<file path="src/rtl/ldr_pkg.sv">
package ldr_pkg;

  // Pair phase of the loader
  typedef enum logic [1:0] {
    ST_FIRST  = 2'd0,  // waiting for the first word of a pair
    ST_SECOND = 2'd1,  // first word stored, waiting for its partner
    ST_MERGE  = 2'd2   // read data back, OR-merged write-back this cycle
  } ldr_state_e;

  // Odd parity bit for one byte: set when the byte has an even count of ones
  function automatic logic odd_par8(input logic [7:0] b);
    return ~(^b);
  endfunction

endpackage

</file>
<file path="src/rtl/ldr_parity.sv">
module ldr_parity #(
  parameter int DATA_W = 32,
  localparam int LANES = DATA_W / 8
) (
  input  logic [DATA_W-1:0] data,
  output logic [LANES-1:0]  par
);
  import ldr_pkg::*;

  for (genvar g = 0; g < LANES; g++) begin : g_lane
    assign par[g] = odd_par8(data[g*8 +: 8]);
  end

endmodule

</file>
<file path="src/rtl/ldr_seq.sv">
module ldr_seq (
  input  logic clk,
  input  logic rst_n,
  input  logic start,
  input  logic in_valid,
  output logic in_ready,
  output logic ev_first_wr,
  output logic ev_rd,
  output logic ev_merge_wr,
  output logic busy
);
  import ldr_pkg::*;

  ldr_state_e state_q, state_d;
  logic       accept;

  assign in_ready    = !start && (state_q != ST_MERGE);
  assign accept      = in_valid && in_ready;
  assign ev_first_wr = accept && (state_q == ST_FIRST);
  assign ev_rd       = accept && (state_q == ST_SECOND);
  assign ev_merge_wr = !start && (state_q == ST_MERGE);
  assign busy        = (state_q != ST_FIRST);

  always_comb begin
    state_d = state_q;
    if (start) begin
      state_d = ST_FIRST;
    end else begin
      case (state_q)
        ST_FIRST:  if (accept) state_d = ST_SECOND;
        ST_SECOND: if (accept) state_d = ST_MERGE;
        ST_MERGE:  state_d = ST_FIRST;
        default:   state_d = ST_FIRST;
      endcase
    end
  end

  always_ff @(posedge clk or negedge rst_n) begin
    if (!rst_n) state_q <= ST_FIRST;
    else        state_q <= state_d;
  end

endmodule

</file>
<file path="src/rtl/ldr_addr.sv">
module ldr_addr #(
  parameter int ADDR_W = 16,
  parameter int STEP   = 4
) (
  input  logic              clk,
  input  logic              rst_n,
  input  logic              clear,
  input  logic              step,
  output logic [ADDR_W-1:0] addr
);

  localparam logic [ADDR_W-1:0] STEP_V = ADDR_W'(STEP);

  function automatic logic [ADDR_W-1:0] next_addr(input logic [ADDR_W-1:0] a);
    return a + STEP_V;
  endfunction

  always_ff @(posedge clk or negedge rst_n) begin
    if (!rst_n)     addr <= '0;
    else if (clear) addr <= '0;
    else if (step)  addr <= next_addr(addr);
  end

endmodule

</file>
<file path="src/rtl/pair_or_loader.sv">
module pair_or_loader #(
  parameter int DATA_W = 32,
  parameter int ADDR_W = 16
) (
  input  logic                         clk,
  input  logic                         rst_n,
  input  logic                         start,
  input  logic                         in_valid,
  input  logic [DATA_W-1:0]            in_data,
  output logic                         in_ready,
  output logic [ADDR_W-1:0]            mem_addr,
  output logic [DATA_W+DATA_W/8-1:0]   mem_wdata,
  input  logic [DATA_W+DATA_W/8-1:0]   mem_rdata,
  output logic                         mem_rd,
  output logic                         mem_wr,
  output logic                         busy
);

  localparam int LANES  = DATA_W / 8;
  localparam int WORD_W = DATA_W + LANES;
  localparam int STEP   = DATA_W / 8;   // one fullword in bytes

  // Named internal events, brought out for the checker
  logic ev_first_wr;
  logic ev_rd;
  logic ev_merge_wr;

  logic [LANES-1:0]  par_in;
  logic [WORD_W-1:0] word_in;
  logic [WORD_W-1:0] held_q;

  function automatic logic [WORD_W-1:0] or_merge(input logic [WORD_W-1:0] a,
                                                 input logic [WORD_W-1:0] b);
    return a | b;
  endfunction

  ldr_parity #(.DATA_W(DATA_W)) u_par (
    .data (in_data),
    .par  (par_in)
  );

  ldr_seq u_seq (
    .clk         (clk),
    .rst_n       (rst_n),
    .start       (start),
    .in_valid    (in_valid),
    .in_ready    (in_ready),
    .ev_first_wr (ev_first_wr),
    .ev_rd       (ev_rd),
    .ev_merge_wr (ev_merge_wr),
    .busy        (busy)
  );

  ldr_addr #(.ADDR_W(ADDR_W), .STEP(STEP)) u_addr (
    .clk   (clk),
    .rst_n (rst_n),
    .clear (start),
    .step  (ev_merge_wr),
    .addr  (mem_addr)
  );

  assign word_in = {par_in, in_data};

  // Second word (with its own parity) is held across the read cycle
  always_ff @(posedge clk or negedge rst_n) begin
    if (!rst_n)     held_q <= '0;
    else if (ev_rd) held_q <= word_in;
  end

  assign mem_rd    = ev_rd;
  assign mem_wr    = ev_first_wr || ev_merge_wr;
  assign mem_wdata = ev_merge_wr ? or_merge(held_q, mem_rdata) : word_in;

endmodule

</file>
<file path="config.mk">
export PLATFORM = sky130hd
export DESIGN_NAME = pair_or_loader
export DESIGN_NICKNAME = d
export VERILOG_FILES = /design/src/rtl/ldr_pkg.sv /design/src/rtl/ldr_parity.sv /design/src/rtl/ldr_seq.sv /design/src/rtl/ldr_addr.sv /design/src/rtl/pair_or_loader.sv
export SDC_FILE = /design/constraint.sdc
export NUM_CORES = 1
export LEC_CHECK = 0
export BUFFER_PORTS_ARGS = -buffer_cell sky130_fd_sc_hd__buf_2
export CORE_AREA = 2 2 122 65
export DETAILED_ROUTE_END_ITERATION = 8
export DIE_AREA = 0 0 124 67
export PLACE_DENSITY = 0.78
export REMOVE_ABC_BUFFERS = 1
export SLEW_MARGIN = 20
export SYNTH_ARGS = -nofsm -noshare
export SYNTH_HDL_FRONTEND = slang
export SYNTH_HIERARCHICAL = 1
export SYNTH_SLANG_ARGS = --single-unit
</file>
<file path="constraint.sdc">
create_clock -name clk -period 1.8 [get_ports clk]
set_clock_uncertainty 0.1 [all_clocks]
set_input_delay 0.36 -clock clk [delete_from_list [all_inputs] [get_ports clk]]
set_output_delay 0.36 -clock clk [all_outputs]
set_load 0.02 [all_outputs]
</file>
==> flow_metrics.py, run 1 <==
metrics = {
    "outcome": {
        "outcome": "complete, but fails checks",
        "violations": "negative setup slack",
    },
    "layout": {
        "final_util_pct": 68.0,
        "synthToLayoutAreaGrowth_pct": 56.8,
        "nNetsFinal": 563,
        "instances_no_fill": 587,
        "fillers": 555,
        "n_antenna_cell": 0,
        "drive_above_1_share_pct": 56.6,
        "seqCellArea_sq_um": 1300,
        "multiInputGateArea_sq_um": 1840,
    },
    "synthesis": {
        "async_flop_share_pct": 100,
        "syn-cell-area_sq_um": 3100,
        "synthFlopType": "dfrtp_1",
        "synth_enable_flop_cells": 0,
        "yosysSeqAreaShare_pct": 41.9,
        "synth-seq-cells": 52,
        "netlist_instances": 308,
        "synth.distinct_cells": 35,
        "yosysWarnings": 6,
        "postSynthAreaPerCell_sq_um": 10.1,
    },
    "detailed_routing": {
        "dr.pass1.iters": 4,
        "via_per_inst": 4.99,
        "vias": 2927,
        "wirelength_mm": 9.25,
        "drc": 0,
        "wl_per_cell_um": 15.8,
        "drtIter0Drc": 220,
        "final_antenna_net_count": 0,
    },
    "sta": {
        "finalCritPeriodShare_pct": 118,
        "setup_viol_count_final": 75,
        "holdWs_ns": 0.251,
        "fin_crit_ns": 2.13,
        "hold_viol": 0,
        "max_freq_mhz": 469,
        "finalMaxSlewViolations": 0,
        "rsz0062_at_grt": "true",
        "postLayoutSetupSlackWorst_ns": -0.332,
    },
    "clocking": {
        "tritoncts": "done",
        "max-clock-path-buffers": 2,
        "clk_pin_slew_ns": 0.07,
        "root_buffer": "clkbuf_16",
        "cts_htree_levels": 2,
        "insertion_delay_ns": 0.28,
        "cts.sink_count": 52,
        "cts_made_buffers": 5,
    },
    "placement": {
        "dp_cells": 562,
        "pre_cts_ws_ns": -0.192,
        "gp_congestion": 0.879,
        "dp_hpwl_mm": 6.09,
        "io_buffer_count": 125,
    },
    "power_and_ir_drop": {
        "p_leak_nw": 2.32,
        "powerDensity_nw_per_um2": 810,
        "worst_ir_drop_vdd_mv": 0.541,
        "power_mw": 3.94,
    },
    "global_route": {
        "grt_max_degree": 53,
        "grt_pass1_wl_mm": 13.3,
        "grt.total_usage_pct": 21.0,
        "grt_pass1_vias": 2740,
        "antenna_found_initial": 0,
        "overflow": 0,
    },
    "floorplan": {
        "die_h_um": 67,
        "die_w_um": 124,
        "start_util_pct": 43.4,
        "core_sq_um": 7160,
        "die_area_sq_um": 8310,
        "pin_count": 128,
        "rows": 22,
    },
    "flow_run": {
        "maxCapViolCount": 0,
    },
    "worst_hold_path": {
        "hold_class": "in -> reg",
    },
    "critical_path": {
        "crit_fanout": 11,
        "critPathCaptureType": "output port",
        "cp.arrival_ns": 1.67,
        "crit_type": "reg -> out",
        "worst-endpoint-required_ns": 1.34,
        "worst_setup_path_start_kind": "flip-flop",
    },
}
[critical path: stages (launching register included)]
cell	delay, ns
dfrtp_1	0.44
nor3b_2	0.22
buf_6	0.19
buf_4	0.15
clkbuf_16	0.15
a21oi_1	0.07
buf_4	0.16
[final timing paths]
check                                        startpoint                           to  slack (ns)  cells past startpoint
max in group asynchronous                         rst_n       held_q[15]$_DFFE_PN0P_        0.86                      3
hold reg to reg                  held_q[32]$_DFFE_PN0P_       held_q[32]$_DFFE_PN0P_        0.41                      1
setup reg to reg           u_seq/state_q[0]$_DFFE_PN0P_  u_addr/addr[11]$_DFFE_PN0N_       -0.30                      7
setup / recovery           u_seq/state_q[0]$_DFFE_PN0P_                mem_wdata[14]       -0.33                      6
hold / removal                              in_data[11]       held_q[11]$_DFFE_PN0P_        0.25                      2
min in group asynchronous                         rst_n        held_q[4]$_DFFE_PN0P_        0.49                      3
[stage by stage]
step	area, sq um	TNS (ns)
floorplan	2960	-352.80
global placement	4110	-4.31
detailed placement	4110	-6.05
CTS	4630	-10.32
global route	4870	-16.79
finish	4870	-13.73
[power breakdown]
group	switching (mW)	total, mW	internal (mW)
clock	0.403	0.958	0.554
sequential	0.186	1.65	1.46
combinational	0.572	1.33	0.760
total	1.16	3.94	2.78
[final cells by class]
cell class / count / share of cell area [%]
multi-input combinational: 236 / 37.9
clock inverter: 1 / 0.154
timing repair buffer: 192 / 29.6
inverter: 3 / 0.231
clock buffer: 7 / 2.93
tap: 96 / 2.47
sequential: 52 / 26.7
[Yosys cell counts (3+ instances only)]
cell type | number | area, sq um
nor4_1 | 3 | 18.8
xor2_1 | 3 | 26.3
buf_2 | 10 | 50.1
dfrtp_1 | 52 | 1300
nor2_1 | 80 | 300
buf_12 | 3 | 60.1
a21oi_1 | 43 | 215
nand2_1 | 5 | 18.8
o31ai_1 | 4 | 30.0
or4_1 | 4 | 30.0
mux2_2 | 8 | 90.1
inv_1 | 3 | 11.3
xnor2_1 | 30 | 263
mux2_4 | 30 | 450
nand3_1 | 3 | 15.0
[registers in the layout (all words and copies together) (netlist names)]
register       count
u_seq/state_q      2
held_q            36
u_addr/addr       14
[per-layer routing]
layer  vias up  wire length, um  track usage [%]  part of all wire, %
li1       1406                -                -                    -
met1      1405             4230             28.5                   46
met2       112             4380             35.9                   47
met3         4              624             4.62                  6.7
met4         0               23             2.39                 0.25
met5         -                0                0                    0
[logic make-up (layout without fill, tap and decap cells)]
group	after synthesis	after routing	share of synthesized area, %
flip-flops	52	52	41.9
AO/OA/AOI/OAI	52	52	9.75
other	1	2	0.121
adder cells (fa/ha/maj)	1	1	0.403
multiplexers	40	40	18.1
XOR/XNOR	33	33	9.31
buffers and inverters	21	203	5.24
AND/OR/NAND/NOR	108	108	15.2
[placed cells by master (no fill, tap or decap), drive strengths merged, types with 4 or more instances in the layout]
cell	count
o31ai	4
or4	4
a21oi	43
dfrtp	52
xnor2	30
nor2	80
nand2	5
buf	189
mux2	39
clkbuf	9
[timing repair]
item | CTS | global route
hold buffers | 1 | 0
pin swaps | 5 | 9
hold endpoints to repair | 52 | 0
gates cloned | 2 | 3
gates resized for setup | 74 | 34
setup buffers | 8 | 5
endpoints found under the setup margin | 50 | 84
(Power assumes the default switching activity.)
==> run 2, diff against run 1 <==
--- a/config.mk
+++ b/config.mk
@@ -6,10 +6,10 @@
 export NUM_CORES = 1
 export LEC_CHECK = 0
 export BUFFER_PORTS_ARGS = -buffer_cell sky130_fd_sc_hd__buf_2
-export CORE_AREA = 2 2 122 65
+export CORE_AREA = 2 2 115 61
 export DETAILED_ROUTE_END_ITERATION = 8
-export DIE_AREA = 0 0 124 67
-export PLACE_DENSITY = 0.78
+export DIE_AREA = 0 0 117 63
+export PLACE_DENSITY = 0.83
 export REMOVE_ABC_BUFFERS = 1
 export SLEW_MARGIN = 20
 export SYNTH_ARGS = -nofsm -noshare
==> constraint.sdc (replaced) <==
create_clock -name clk -period 2.74 [get_ports clk]
set_clock_uncertainty 0.1 [all_clocks]
set_input_delay 0.548 -clock clk [delete_from_list [all_inputs] [get_ports clk]]
set_output_delay 0.548 -clock clk [all_outputs]
set_load 0.02 [all_outputs]
==> run 2 against run 1 <==
The flow now finishes without violations. Routed wire length shrank 18%. Core utilization shrank 6.4 points. Sequential share of layout area grew 6.1 points. Worst hold slack lost 0.073 ns. Via count shrank 10%. Total power shrank 36%. Count of clock-buffer cells in the layout shrank 1. First-iteration DRC count shrank 29%. Clock power shrank 27%. Critical path depth shrank 1. Worst setup slack gained 0.47 ns. Combinational power shrank 45%. Highest routed layer unchanged.
==> flow_metrics.py, run 2 (synthesis results as in run 1) <==
metrics = {
    "outcome": {
        "outcome": "finished clean",
    },
    "critical_path": {
        "crit_fanout": 31,
        "worstRegToRegCells": 5,
        "reg2reg_slack_ns": 0.43,
        "worst-endpoint-required_ns": 2.09,
        "crit_type": "reg -> out",
        "worstReg2RegEnd": "u_addr/addr[15]$_DFFE_PN0N_",
        "cp.arrival_ns": 1.96,
        "critPathCaptureType": "output port",
        "worst_setup_path_start_kind": "flip-flop",
        "r2r_start": "u_seq/state_q[1]$_DFFE_PN0P_",
    },
    "detailed_routing": {
        "routed.top_layer": "met4",
        "drc": 0,
        "met1_length_mm": 3.73,
        "vias": 2621,
        "wl_met2_mm": 3.25,
        "wl_per_cell_um": 14.4,
        "dr.pass1.iters": 4,
        "wl_met3_um": 549,
        "drtIter0Drc": 156,
        "final_antenna_net_count": 0,
        "via_per_inst": 5.00,
        "wirelength_mm": 7.56,
    },
    "global_route": {
        "overflow": 0,
        "antenna_found_initial": 0,
        "grt.total_usage_pct": 20.7,
        "grt_pass1_wl_mm": 11.9,
        "grt_max_degree": 32,
        "grt_pass1_vias": 2495,
    },
    "layout": {
        "n_antenna_cell": 0,
        "fillers": 566,
        "final_cell_mix": "buf_2, nor2_1, dfrtp_1, a21oi_1",
        "synthToLayoutAreaGrowth_pct": 27.9,
        "reg.largest.list": "held_q (36), u_addr/addr (14), u_seq/state_q (2)",
        "largest_register_ffs": 36,
        "instances_no_fill": 524,
        "top_register": "held_q",
        "drive_above_1_share_pct": 42.8,
        "design_area_sq_um": 3970,
        "final_util_pct": 61.7,
        "nNetsFinal": 504,
        "layout_commonest_cell": "buf_2",
    },
    "clocking": {
        "root_buffer": "clkbuf_16",
        "tritoncts": "done",
        "cts_setup_buffers": 0,
        "cts.sink_count": 52,
        "cts_resized": 0,
        "clk_pin_slew_ns": 0.06,
        "max-clock-path-buffers": 2,
        "hold_buffers": 0,
        "cts_made_buffers": 5,
        "cts_htree_levels": 2,
        "insertion_delay_ns": 0.28,
    },
    "sta": {
        "setup_tns_ns": 0,
        "holdWs_ns": 0.178,
        "postLayoutSetupSlackWorst_ns": 0.136,
        "relSlewSlack_pct": 54.7,
        "hold_viol": 0,
        "finalMaxSlewViolations": 0,
        "fin_crit_ns": 2.60,
        "rsz0062_at_grt": "false",
        "setup_viol_count_final": 0,
        "tightestPinTransition_ns": 0.670,
        "max_freq_mhz": 384,
        "finalCritPeriodShare_pct": 95.0,
    },
    "floorplan": {
        "die_area_sq_um": 7370,
        "die_w_um": 117,
        "die_h_um": 63,
        "pin_count": 128,
        "core_sq_um": 6440,
        "start_util_pct": 48.2,
        "rows": 21,
    },
    "placement": {
        "pre_cts_ws_ns": 0.304,
        "dp_cells": 516,
        "gp_congestion": 0.783,
        "io_buffer_count": 125,
        "place_area_sq_um": 3800,
        "dp_hpwl_mm": 5.90,
    },
    "power_and_ir_drop": {
        "combPwrFrac_pct": 28.9,
        "power_switching_mw": 0.713,
        "p_int_mw": 1.80,
        "sw_frac_of_total_pct": 28.4,
        "p_leak_nw": 1.93,
        "powerDensity_nw_per_um2": 633,
        "clock_power_share_pct": 27.8,
        "power_mw": 2.51,
        "worst_ir_drop_vdd_mv": 0.317,
        "seqPwrFrac_pct": 43.3,
    },
    "flow_run": {
        "maxCapViolCount": 0,
    },
    "worst_hold_path": {
        "hold_class": "in -> async",
    },
}
-- run 2: cell count changes in the layout (fill, tap and decap cells not counted), sizes merged --
cell         before  now
clkbuf            9    6
clkinv            0    1
dlygate4sd3       1    0
bufinv            0    1
clkinvlp          1    0
buf             189  133
-- run 2: cell type report --
type,instances,area [sq um],share of cell area (%)
multi-input combinational,236,1650,41.7
clock inverter,2,35.0,0.883
sequential,52,1300,32.8
tap,92,115,2.90
timing repair buffer,133,723,18.2
inverter,3,11.3,0.284
clock buffer,6,129,3.25
-- run 2: worst max-delay path, stage by stage (launching register included) --
cell     delay, ns
dfrtp_1       0.50
nor3b_2       0.35
buf_4         0.36
nor2_1        0.08
a21oi_1       0.18
buf_2         0.20
-- run 2: worst max path at each step --
stage                                 start       endpoint  cells past startpoint
6_report       u_seq/state_q[1]$_DFFE_PN0P_  mem_wdata[32]                      5
5_1_grt        u_seq/state_q[1]$_DFFE_PN0P_  mem_wdata[32]                      5
4_1_cts        u_seq/state_q[1]$_DFFE_PN0P_  mem_wdata[32]                      5
3_5_place_dp                          start  mem_wdata[32]                      6
3_3_place_gp                          start  mem_wdata[32]                      6
2_1_floorplan                         start   mem_wdata[0]                      2
-- run 2: power groups by stage --
| stage | Sequential, mW | Clock (mW) | Combinational [mW] |
|---|---|---|---|
| 2_1_floorplan | 1.05 | 0 | 0.530 |
| 3_3_place_gp | 1.09 | 0 | 0.705 |
| 3_5_place_dp | 1.09 | 0 | 0.732 |
| 4_1_cts | 1.09 | 0.715 | 0.732 |
| 5_1_grt | 1.11 | 0.756 | 0.787 |
| 6_report | 1.09 | 0.698 | 0.725 |
-- run 2: routing by layer --
layer / vias to the layer above / track usage, %
li1: 1286 / -
met1: 1225 / 30.4
met2: 106 / 32.2
met3: 4 / 4.27
met4: 0 / 3.53
met5: - / 0
